**config.mk**
```make
export PLATFORM = sky130hd
export DESIGN_NAME = cbw_ring_writer
export DESIGN_NICKNAME = d
export VERILOG_FILES = /design/src/rtl/cbw_pkg.sv /design/src/rtl/cbw_regs.sv /design/src/rtl/cbw_ptr.sv /design/src/rtl/cbw_irq.sv /design/src/rtl/cbw_ring_writer.sv
export SDC_FILE = /design/constraint.sdc
export NUM_CORES = 1
export LEC_CHECK = 0
export CAP_MARGIN = 10
export CORE_MARGIN = 5
export CORE_UTILIZATION = 67
export CTS_BUF_LIST = sky130_fd_sc_hd__clkbuf_2
export DETAILED_ROUTE_END_ITERATION = 10
export DONT_BUFFER_PORTS = 1
export PLACE_DENSITY = 0.81
export SLEW_MARGIN = 20
export SYNTH_ARGS = -nofsm -noshare
export SYNTH_HDL_FRONTEND = slang
export SYNTH_HIERARCHICAL = 1
export SYNTH_SLANG_ARGS = --single-unit
export TNS_END_PERCENT = 10
```
**constraint.sdc**
```tcl
create_clock -name clk -period 5.77 [get_ports clk]
set_clock_uncertainty 0.2 [all_clocks]
set_input_delay 0.2885 -clock clk [delete_from_list [all_inputs] [get_ports clk]]
set_output_delay 0.2885 -clock clk [all_outputs]
set_load 0.01 [all_outputs]
```
**src/rtl/cbw_pkg.sv**
```systemverilog
package cbw_pkg;
  localparam int unsigned ADDR_W = 32;
  typedef logic [ADDR_W-1:0] addr_t;

  typedef enum logic [2:0] {
    RG_BASE   = 3'd0,
    RG_END    = 3'd1,
    RG_LIMIT  = 3'd2,
    RG_THRESH = 3'd3,
    RG_PTR    = 3'd4,
    RG_CTRL   = 3'd5,
    RG_ICTRL  = 3'd6,
    RG_STAT   = 3'd7
  } reg_idx_e;

  typedef struct packed {
    logic armed;
    logic pend;
    logic stalled;
    logic busy;
    logic run;
  } stat_t;

  // Pointer after one completed transfer, wrapping at the region end.
  function automatic addr_t ring_next(input addr_t p, input addr_t step,
                                     input addr_t lo, input addr_t hi);
    logic [ADDR_W:0] s;
    s = {1'b0, p} + {1'b0, step};
    return (s >= {1'b0, hi}) ? lo : s[ADDR_W-1:0];
  endfunction
endpackage

```
**src/rtl/cbw_regs.sv**
```systemverilog
module cbw_regs
  import cbw_pkg::*;
#(
  parameter int unsigned RA_W = 3
) (
  input  logic            clk,
  input  logic            rst_n,
  input  logic            we,
  input  logic [RA_W-1:0] addr,
  input  addr_t           wdata,
  output addr_t           base_q,
  output addr_t           end_q,
  output addr_t           limit_q,
  output addr_t           thresh_q,
  output logic            cmd_init,
  output logic            cmd_run,
  output logic            cmd_stop,
  output logic            ictl_wr,
  output logic            ictl_arm,
  output logic            ictl_clr
);
  localparam addr_t CODE_STOP = addr_t'(0);
  localparam addr_t CODE_RUN  = addr_t'(1);
  localparam addr_t CODE_INIT = addr_t'(2);

  logic ctrl_wr;

  always_comb begin
    ctrl_wr  = we && (addr == RA_W'(RG_CTRL));
    cmd_init = ctrl_wr && (wdata == CODE_INIT);
    cmd_run  = ctrl_wr && (wdata == CODE_RUN);
    cmd_stop = ctrl_wr && (wdata == CODE_STOP);
    ictl_wr  = we && (addr == RA_W'(RG_ICTRL));
    ictl_arm = wdata[0];
    ictl_clr = wdata[1];
  end

  always_ff @(posedge clk) begin
    if (!rst_n) begin
      base_q   <= '0;
      end_q    <= '0;
      limit_q  <= '0;
      thresh_q <= '0;
    end else if (we) begin
      case (addr)
        RA_W'(RG_BASE):   base_q   <= wdata;
        RA_W'(RG_END):    end_q    <= wdata;
        RA_W'(RG_LIMIT):  limit_q  <= wdata;
        RA_W'(RG_THRESH): thresh_q <= wdata;
        default: ;
      endcase
    end
  end
endmodule

```
**src/rtl/cbw_ptr.sv**
```systemverilog
module cbw_ptr
  import cbw_pkg::*;
#(
  parameter int unsigned XFER_BYTES = 128
) (
  input  logic  clk,
  input  logic  rst_n,
  input  addr_t base_a,
  input  addr_t end_a,
  input  addr_t limit_a,
  input  logic  cmd_init,
  input  logic  cmd_run,
  input  logic  cmd_stop,
  input  logic  ack,
  output addr_t ptr_q,
  output logic  run_q,
  output logic  busy_q,
  output logic  stalled,
  output logic  upd,
  output addr_t upd_val
);
  localparam addr_t STEP = addr_t'(XFER_BYTES);

  logic at_limit, issue, done, init_ok;

  always_comb begin
    at_limit = (ptr_q == limit_a);
    done     = busy_q && ack;
    init_ok  = cmd_init && !busy_q;
    issue    = run_q && !busy_q && !at_limit && !cmd_init && !cmd_stop;
    stalled  = run_q && !busy_q && at_limit;
    upd      = done || init_ok;
    upd_val  = init_ok ? base_a : ring_next(ptr_q, STEP, base_a, end_a);
  end

  always_ff @(posedge clk) begin
    if (!rst_n) begin
      ptr_q  <= '0;
      run_q  <= 1'b0;
      busy_q <= 1'b0;
    end else begin
      if (upd) ptr_q <= upd_val;
      if (init_ok) run_q <= 1'b0;
      else if (cmd_stop) run_q <= 1'b0;
      else if (cmd_run) run_q <= 1'b1;
      if (done) busy_q <= 1'b0;
      else if (issue) busy_q <= 1'b1;
    end
  end
endmodule

```
**src/rtl/cbw_irq.sv**
```systemverilog
module cbw_irq
  import cbw_pkg::*;
(
  input  logic  clk,
  input  logic  rst_n,
  input  logic  ictl_wr,
  input  logic  ictl_arm,
  input  logic  ictl_clr,
  input  logic  upd,
  input  addr_t upd_val,
  input  addr_t thresh,
  output logic  arm_q,
  output logic  pend_q,
  output logic  hit,
  output logic  irq
);
  logic arm_nx, pend_nx;

  always_comb begin
    hit    = upd && (upd_val == thresh);
    arm_nx = ictl_wr ? ictl_arm : arm_q;
    if (hit && arm_nx)           pend_nx = 1'b1;
    else if (ictl_wr && ictl_clr) pend_nx = 1'b0;
    else                          pend_nx = pend_q;
    irq    = pend_q && arm_q;
  end

  always_ff @(posedge clk) begin
    if (!rst_n) begin
      arm_q  <= 1'b0;
      pend_q <= 1'b0;
    end else begin
      arm_q  <= arm_nx;
      pend_q <= pend_nx;
    end
  end
endmodule

```
**src/rtl/cbw_ring_writer.sv**
```systemverilog
module cbw_ring_writer
  import cbw_pkg::*;
#(
  parameter int unsigned RA_W       = 3,
  parameter int unsigned XFER_BYTES = 128
) (
  input  logic            clk,
  input  logic            rst_n,
  input  logic            reg_we,
  input  logic [RA_W-1:0] reg_addr,
  input  logic [31:0]     reg_wdata,
  output logic [31:0]     reg_rdata,
  output logic            xfer_req,
  output logic [31:0]     xfer_addr,
  input  logic            xfer_ack,
  output logic            irq
);
  addr_t base_q, end_q, limit_q, thresh_q, ptr_q, upd_val;
  logic  cmd_init, cmd_run, cmd_stop, ictl_wr, ictl_arm, ictl_clr;
  logic  run_q, busy_q, stalled, upd, arm_q, pend_q, hit;
  stat_t stat;

  cbw_regs #(.RA_W(RA_W)) u_regs (
    .clk(clk), .rst_n(rst_n), .we(reg_we), .addr(reg_addr), .wdata(reg_wdata),
    .base_q(base_q), .end_q(end_q), .limit_q(limit_q), .thresh_q(thresh_q),
    .cmd_init(cmd_init), .cmd_run(cmd_run), .cmd_stop(cmd_stop),
    .ictl_wr(ictl_wr), .ictl_arm(ictl_arm), .ictl_clr(ictl_clr)
  );

  cbw_ptr #(.XFER_BYTES(XFER_BYTES)) u_ptr (
    .clk(clk), .rst_n(rst_n), .base_a(base_q), .end_a(end_q), .limit_a(limit_q),
    .cmd_init(cmd_init), .cmd_run(cmd_run), .cmd_stop(cmd_stop), .ack(xfer_ack),
    .ptr_q(ptr_q), .run_q(run_q), .busy_q(busy_q), .stalled(stalled),
    .upd(upd), .upd_val(upd_val)
  );

  cbw_irq u_irq (
    .clk(clk), .rst_n(rst_n), .ictl_wr(ictl_wr), .ictl_arm(ictl_arm),
    .ictl_clr(ictl_clr), .upd(upd), .upd_val(upd_val), .thresh(thresh_q),
    .arm_q(arm_q), .pend_q(pend_q), .hit(hit), .irq(irq)
  );

  always_comb begin
    stat.armed   = arm_q;
    stat.pend    = pend_q;
    stat.stalled = stalled;
    stat.busy    = busy_q;
    stat.run     = run_q;
    xfer_req     = busy_q;
    xfer_addr    = ptr_q;
    case (reg_addr)
      RA_W'(RG_BASE):   reg_rdata = base_q;
      RA_W'(RG_END):    reg_rdata = end_q;
      RA_W'(RG_LIMIT):  reg_rdata = limit_q;
      RA_W'(RG_THRESH): reg_rdata = thresh_q;
      RA_W'(RG_PTR):    reg_rdata = ptr_q;
      RA_W'(RG_ICTRL):  reg_rdata = {31'd0, arm_q};
      RA_W'(RG_STAT):   reg_rdata = {27'd0, stat};
      default:          reg_rdata = '0;
    endcase
  end
endmodule

```
After elaboration in Yosys (flattened, before gate mapping)
Cells that the tools add are included.
{"block": "word_totals", "reg_bits": 164, "latch_bits": 0, "ram_bits": 0, "rom_bits": 0, "inputBits": 39, "elab_cells": 59, "mem_count": 0}
{"block": "op_classes", "add_sub_neg": 1, "multipliers": 0, "div": 0, "n_lt_le_gt_ge": 1, "n_eq_ne": 11, "shift": 0, "muxes": 6, "n_bitwise": 1, "reduce_logical": 30}
{"op": "case mux 32 bit (7 select lines)", "count": 1}
{"op": "equality test 32 bit", "count": 2}
{"op": "two-way mux 32 bit", "count": 2}
{"op": "adder 32 x 8 -> 33 bit (second input constant)", "count": 1}
{"op": "greater-or-equal comparator 33 x 32 -> 1 bit", "count": 1}
{"op": "equality test 32 x 1 -> 1 bit (second input constant)", "count": 1}
{"op": "equality test 32 x 2 -> 1 bit (second input constant)", "count": 1}
{"op": "zero test 32 bit", "count": 1}
{"op": "logical AND 1 bit", "count": 16}
{"op": "equality test 3 bit (second input constant)", "count": 4}
{"op": "AND reduction 2 bit", "count": 4}
{"op": "equality test 3 x 2 -> 1 bit (second input constant)", "count": 2}
{"op": "zero test 1 bit", "count": 4}
{"op": "equality test 3 x 1 -> 1 bit (second input constant)", "count": 1}
{"op": "zero test 3 bit", "count": 1}
{"op": "two-way mux 1 bit", "count": 3}
{"op": "OR reduction 3 bit", "count": 1}
{"op": "nonzero test 2 bit", "count": 1}
{"op": "OR reduction 2 bit", "count": 1}
{"op": "logical OR 1 bit", "count": 1}
{"op": "NOT 1 bit", "count": 1}

Depth between registers and ports, before layout
Gate-level depths: netlist of run 1.
{"block": "depth", "word_depth": 9, "depth_mapped": 21, "depth_no_buf": 19}

By module
Netlist of run 1, hierarchy kept.
{"module": "cbw_regs", "instances": 1, "cells_each": 585, "area_per_inst_um2": 4947.2, "seq_area_each_um2": 2562.5}
{"module": "cbw_ptr", "instances": 1, "cells_each": 484, "area_per_inst_um2": 3941.3, "seq_area_each_um2": 680.7}
{"module": "cbw_ring_writer", "instances": 1, "cells_each": 161, "area_per_inst_um2": 1363.8, "seq_area_each_um2": 0.0}
{"module": "cbw_irq", "instances": 1, "cells_each": 57, "area_per_inst_um2": 452.9, "seq_area_each_um2": 40.0}

Least setup slack after synthesis of run 1
No wires, ideal clock.
{"block": "synth_path", "kind": "reg-to-reg", "start": "register u_ptr.ptr_q[7]", "end": "register u_irq.pend_q", "setup_ns": 0.084, "t_arrival_ns": 4.466, "t_required_ns": 5.486, "path_slack_ns": 1.019, "stages_incl_launch_ff": 21, "n_path_buf": 2, "synth_period_minus_slack_ns": 4.751, "cell_sequence": "dfxtp_1 -> ha_1 -> nand3_1 -> nor2_1 -> and4_1 -> clkbuf_1 -> xor2_1 -> ha_1 -> nand4_1 -> and4bb_1 -> a221o_1 -> a211o_1 -> and2_4 -> nor2_8 -> buf_6 -> mux2_1 -> xnor2_1 -> nand4_1 -> nor4_1 -> nand3_1 -> o31ai_2"}
{"block": "synth_via", "elab_chain_len": 8}
{"item": "from (decl)", "line_no": "cbw_ptr.sv:15", "text": "output addr_t ptr_q,"}
{"item": "from (signal assigned)", "line_no": "cbw_ptr.sv:42", "text": "if (upd) ptr_q <= upd_val;"}
{"item": "adder 32 x 8 -> 33 bit (*)", "line_no": "cbw_pkg.sv:28", "text": "s = {1'b0, p} + {1'b0, step};"}
{"item": "greater-or-equal comparator 33 x 32 -> 1 bit", "line_no": "cbw_pkg.sv:29", "text": "return (s >= {1'b0, hi}) ? lo : s[ADDR_W-1:0];"}
{"item": "two-way mux 32 bit (*)", "line_no": "cbw_pkg.sv:29"}
{"item": "two-way mux 32 bit (*)", "line_no": "cbw_ptr.sv:33", "text": "upd_val = init_ok ? base_a : ring_next(ptr_q, STEP, base_a, end_a);"}
{"item": "net upd_val[24]", "line_no": "cbw_ring_writer.sv:18", "text": "addr_t base_q, end_q, limit_q, thresh_q, ptr_q, upd_val;"}
{"item": "equality test 32 bit (*)", "line_no": "cbw_irq.sv:20", "text": "hit = upd && (upd_val == thresh);"}
{"item": "logical AND 1 bit (*)", "line_no": "cbw_irq.sv:20"}
{"item": "logical AND 1 bit (*)", "line_no": "cbw_irq.sv:22", "text": "if (hit && arm_nx) pend_nx = 1'b1;"}
{"item": "two-way mux 1 bit / nonzero test 2 bit (equally long branches)"}
{"item": "to (signal assigned)", "line_no": "cbw_irq.sv:34", "text": "pend_q <= pend_nx;"}
{"item": "to (decl)", "line_no": "cbw_irq.sv:13", "text": "output logic pend_q,"}
Mark *: on every way through the listed nets, which the timed path passes. The rest lies on a longest branch.
A chain may end at the register's enable or synchronous reset.

Worst setup path in the final report of run 1
{"block": "layout_path", "start": "register u_ptr.ptr_q[8]", "end": "register u_irq.pend_q"}
Same word-level chain as after synthesis.

==> flow_metrics.py, run 1 <==
metrics = {
    "sta": {
        "setup_violations": 0,
        "finalMaxSlewViolations": 0,
        "final-hold-violation-count": 0,
        "min_period_over_period": 0.959,
        "fmax_ghz": 0.181,
        "setup_tns_ns": 0,
        "hold_slack_ns": 0.0771,
        "max_slew.worst_pin.slew_ns": 1.07,
        "timing.final.ws_setup_ns": 0.236,
        "rsz0062_at_grt": "no",
        "fin_crit_ns": 5.53,
        "max_slew_margin": 0.285,
    },
    "critical_path": {
        "rr_worst_depth": 19,
        "crit_required_ns": 6.25,
        "timing_worst_setup_path_type": "register to register",
        "regToRegEndpoint": "u_irq/pend_q",
        "cp_cell_sequence": "buf_4 > nand4_1 > nor4_2 > and2_1 > nand3_1 > xnor2_1 > ha_1 > a21o_1 > a211oi_1 > o211ai_1 > or2_4 > nor2_8 > buf_4 > mux2_4 > xnor2_1 > nand4_1 > nor4_1 > nand3_1 > o31ai_2",
        "critPathLaunch": "u_ptr/ptr_q[8]",
        "crit_slowest_cell": "nor4_1",
        "r2r_slack_ns": 0.24,
        "reg2reg_from": "u_ptr/ptr_q[8]",
        "cp-endpoint": "u_irq/pend_q",
        "worst_setup_path_end_kind": "register",
        "cp.arrival_ns": 6.02,
        "start_kind": "register",
        "slowest_delay_ns": 0.43,
        "path_max_fanout": 12,
    },
    "global_routing": {
        "use_met1": 0.524,
        "grt_max_degree": 192,
        "grt_use_met3": 0.105,
        "grt_pass1_wl_um": 56000,
        "antenna_found_initial": 1,
        "gr-usage-met2": 0.597,
        "grtUsageTotal": 0.395,
        "grt_remaining_overflow": 0,
        "grt_pass1_vias": 9592,
        "busiest_layer": "met2",
    },
    "clocking": {
        "h-tree-depth": 4,
        "clock_latency_ns": 0.76,
        "clockBufferDepth": 2,
        "cts_made_buffers": 17,
        "cts_tree": "built",
        "clk_pin_slew_ns": 0.27,
        "cts_sinks": 164,
        "root_buffer": "clkbuf_2",
        "cts_setup_buffers": 0,
    },
    "power": {
        "p_leak_uw": 0.00411,
        "vdd_drop_max_mv": 0.158,
        "power_density_mw_per_mm2": 191,
        "power_uw": 2200,
    },
    "yosys": {
        "postSynthAreaPerCell_um2": 8.32,
        "yosysWarnings": 6,
        "syn_inst": 1286,
        "synth_nets": 1358,
        "netlist_area_mm2": 0.0107,
    },
    "routing": {
        "viasPerCell": 6.80,
        "dr.pass1.iters": 10,
        "drt_wl_total_um": 37500,
        "drc_errors": 0,
        "vias": 10400,
        "ant_nets": 0,
        "drtIter0Drc": 1751,
        "wl_per_cell_um": 24.4,
    },
    "placement": {
        "portBuffers": 0,
        "place.gp.congestion": 0.986,
        "hpwl_um": 24700,
        "dp_slack_ns": 0.296,
    },
    "layout": {
        "fillers": 1286,
        "post_route_cells_drive_above_1_share": 0.0989,
        "regArea_mm2": 0.00328,
        "fin_util": 0.730,
        "multi_input_area_mm2": 0.00668,
        "syn_to_final_growth_pct": 7.66,
        "fin_nets": 1373,
    },
    "floorplanning": {
        "io_pins": 105,
        "std_cell_rows": 46,
        "fp.dieW_um": 136,
        "dieArea_mm2": 0.0186,
        "core_area_mm2": 0.0158,
        "initial_core_util": 0.679,
        "die_h_um": 136,
    },
    "worst_hold_path": {
        "hold_class": "primary input to register",
    },
    "status": {
        "status": "finished clean",
    },
    "job": {
        "max_cap_viol_count": 0,
    },
}
-- registers in the layout, summed over array words and instances (netlist names) --
register / flops
u_regs/thresh_q: 32
u_ptr/ptr_q: 32
u_ptr/run_q: 1
u_regs/base_q: 32
u_irq/pend_q: 1
u_regs/limit_q: 32
u_regs/end_q: 32
u_ptr/busy_q: 1
u_irq/arm_q: 1
-- through the flow --
stage	area, um^2	cells
final	11500	1532
after global routing	11500	1531
after CTS	11500	1528
after detailed placement	10700	1443
after global placement	10700	1443
after floorplan	10700	1286
-- per-layer routing --
metal / share of wire / wire, um / up-vias
met5: 0 / 0 / -
met4: 0.047 / 1770 / 0
met1: 0.39 / 14600 / 4968
met2: 0.44 / 16500 / 752
li1: - / - / 4558
met3: 0.12 / 4580 / 136
-- power breakdown --
part | total (uW) | leakage, uW | internal, uW | switching, uW
logic | 349 | 0.00263 | 132 | 217
clock network | 673 | 0.000154 | 212 | 461
registers | 1180 | 0.00133 | 1160 | 20.2
-- worst min path at each step --
stage,cells past startpoint,start,to,slack [ns]
6_report,3,reg_addr[1],u_regs/thresh_q[4],0.08
4_1_cts,4,reg_addr[2],u_regs/base_q[12],0.001
3_5_place_dp,2,reg_wdata[26],u_regs/base_q[26],0.23
5_1_grt,3,reg_addr[1],u_regs/thresh_q[4],0.003
2_1_floorplan,2,reg_wdata[8],u_regs/base_q[8],0.22
3_3_place_gp,2,reg_wdata[17],u_regs/limit_q[17],0.22
-- placed cells by master (no fill, tap or decap), types with 6 or more instances in the layout --
master / count
nand2_1: 295
dfxtp_1: 164
xnor2_1: 73
a21boi_1: 65
a21boi_0: 63
nand3_1: 61
dlygate4sd3_1: 53
mux2i_1: 43
inv_1: 43
buf_4: 40
nand4_1: 40
nor2_1: 39
ha_1: 33
a221o_1: 30
mux2_1: 26
mux2_4: 26
a21oi_1: 19
o211ai_1: 19
clkbuf_2: 17
nor4_1: 16
o21ai_0: 11
xor2_1: 9
and3_1: 8
mux2_2: 7
a221oi_1: 6
and2_1: 6
nor3_1: 6
-- worst max-delay path: cells and delay by family, from the launching register on --
kind	cells	cell delay [ns]
AND/OR/NAND/NOR	9	2.31
buffers and inverters	2	0.43
XOR/XNOR	2	0.43
flip-flops	1	0.40
AO/OA/AOI/OAI	4	1.05
adder cells (fa/ha/maj)	1	0.30
multiplexers	1	0.31
-- layout make-up --
cell class | instances | share of cell area
clock buffers | 17 | 0.00739
clock inverters | 15 | 0.0144
multi-input cells | 979 | 0.580
flip-flops and latches | 164 | 0.285
inverters | 45 | 0.0147
well taps | 216 | 0.0235
diodes | 2 | 0.000434
repair buffers | 94 | 0.0745
-- what timing repair did --
item / 4_1_cts / 5_1_grt
resized for setup: 0 / 1
hold buffers: 53 / 1
endpoints found under the setup margin: 0 / 1
endpoints found under the hold margin: 164 / 1
Note: power is estimated with default switching activity, not from simulation.
==> run 2, diff against run 1 <==
Settings changed: ABC_AREA from default to 1, GPL_ROUTABILITY_DRIVEN from default to 0.
==> flow_metrics.py, run 2 <==
metrics = {
    "global_routing": {
        "grt_pass1_vias": 10600,
        "grt_max_degree": 165,
        "grt_pass1_wl_um": 57100,
        "grtUsageTotal": 0.364,
        "antenna_found_initial": 1,
        "grt_remaining_overflow": 0,
    },
    "critical_path": {
        "crit_family": "simple AND/OR/NAND/NOR gates",
        "cp.arrival_ns": 5.64,
        "start_kind": "register",
        "worst_setup_path_end_kind": "register",
        "critical_path_buf_inv_count": 2,
        "path_max_fanout": 32,
        "timing_worst_setup_path_type": "register to register",
        "crit_slowest_cell": "dfxtp_1",
        "slowest_delay_ns": 0.53,
        "crit_required_ns": 6.31,
        "crit_path_frequent_cell": "nand2_1",
    },
    "placement": {
        "dpl.cell_count": 1909,
        "placed_cell_area_mm2": 0.0108,
        "portBuffers": 0,
        "dp_slack_ns": 0.928,
        "hpwl_um": 23300,
    },
    "job": {
        "max_cap_viol_count": 0,
    },
    "sta": {
        "min_period_over_period": 0.883,
        "timing.final.ws_setup_ns": 0.675,
        "max_slew.worst_pin.slew_ns": 0.909,
        "fmax_ghz": 0.196,
        "finalMaxSlewViolations": 0,
        "rsz0062_at_grt": "no",
        "final-hold-violation-count": 0,
        "setup_violations": 0,
        "max_slew_margin": 0.394,
        "fin_crit_ns": 5.09,
        "setup_tns_ns": 0,
    },
    "floorplanning": {
        "die_h_um": 139,
        "dieArea_mm2": 0.0193,
        "initial_core_util": 0.676,
        "std_cell_rows": 47,
        "io_pins": 105,
        "fp.dieW_um": 139,
        "core_area_mm2": 0.0165,
    },
    "clocking": {
        "cts_sinks": 164,
        "clk_pin_slew_ns": 0.24,
        "clockBufferDepth": 2,
        "cts_made_buffers": 17,
        "clock_latency_ns": 0.80,
        "cts_tree": "built",
        "root_buffer": "clkbuf_2",
        "h-tree-depth": 4,
    },
    "routing": {
        "drt_wl_total_um": 36400,
        "dr.pass1.iters": 8,
        "vias": 11900,
        "viasPerCell": 5.94,
        "drtIter0Drc": 1514,
        "drc_errors": 0,
        "wl_per_cell_um": 18.2,
        "ant_nets": 0,
    },
    "power": {
        "power_density_mw_per_mm2": 182,
        "power_uw": 2100,
        "vdd_drop_max_mv": 0.132,
        "p_leak_uw": 0.00564,
    },
    "yosys": {
        "synth_nets": 1854,
        "netlist_area_mm2": 0.0111,
        "postSynthAreaPerCell_um2": 6.24,
        "yosysWarnings": 6,
        "syn_inst": 1782,
    },
    "layout": {
        "stdcell_area_mm2": 0.0116,
        "post_route_cells_drive_above_1_share": 0.0556,
        "final_common_cell": "nand2_1",
        "layout.cells.non_filler": 2000,
        "syn_to_final_growth_pct": 4.22,
        "fin_nets": 1839,
        "layout_common_cells": "399 x nand2_1, 317 x nor2_1, 219 x inv_1, 164 x dfxtp_1, 152 x o21ai_0",
        "fillers": 1518,
    },
    "status": {
        "status": "finished clean",
    },
    "worst_hold_path": {
        "hold_class": "primary input to register",
    },
}
run 2: metrics by stage:
step           hold WS (ns)   util
2_1_floorplan         0.223      -
3_3_place_gp          0.224  0.655
3_5_place_dp          0.233  0.655
4_1_cts              0.0187  0.704
5_1_grt             0.00181  0.704
6_report             0.0449  0.704
run 2: final timing paths:
check,cells after the start,end,start,slack [ns]
hold reg to reg,2,u_regs/end_q[5],u_regs/end_q[5],0.32
setup reg to reg,28,u_irq/pend_q,u_ptr/ptr_q[8],0.68
setup / recovery,28,u_irq/pend_q,u_ptr/ptr_q[8],0.68
hold / removal,3,u_regs/limit_q[12],reg_wdata[12],0.04
run 2: power breakdown:
part           switching [uW]  leakage, uW  internal, uW  total [uW]
clock                     421     0.000111           144         565
combinational             231      0.00420           110         341
sequential               31.7      0.00133          1170        1200
total                     683      0.00564          1420        2100
run 2: metal layers:
layer	GRT usage	routed length (um)
met4	0.137	1290
met2	0.568	15900
met1	0.495	14500
met3	0.0800	4610
met5	0	0
run 2: cell type report:
| type | instances | area, um^2 | share of cell area |
|---|---|---|---|
| diodes | 1 | 2.50 | 0.000216 |
| clock buffers | 18 | 90.1 | 0.00777 |
| clock inverters | 13 | 93.8 | 0.00809 |
| inverters | 233 | 877 | 0.0756 |
| multi-input cells | 1285 | 6300 | 0.544 |
| flip-flops and latches | 164 | 3280 | 0.283 |
| well taps | 220 | 275 | 0.0237 |
| repair buffers | 66 | 671 | 0.0578 |
run 2: timing repair:
item / 4_1_cts / 5_1_grt
endpoints found under the hold margin: 164 / 0
gates resized for setup: 0 / 0
hold buffers: 59 / 0
setup buffers: 0 / 0
run 2: worst min-delay path, stage by stage:
cell	delay, ns
dlygate4sd3_1	0.59
nor2_1	0.06
nor2_1	0.09
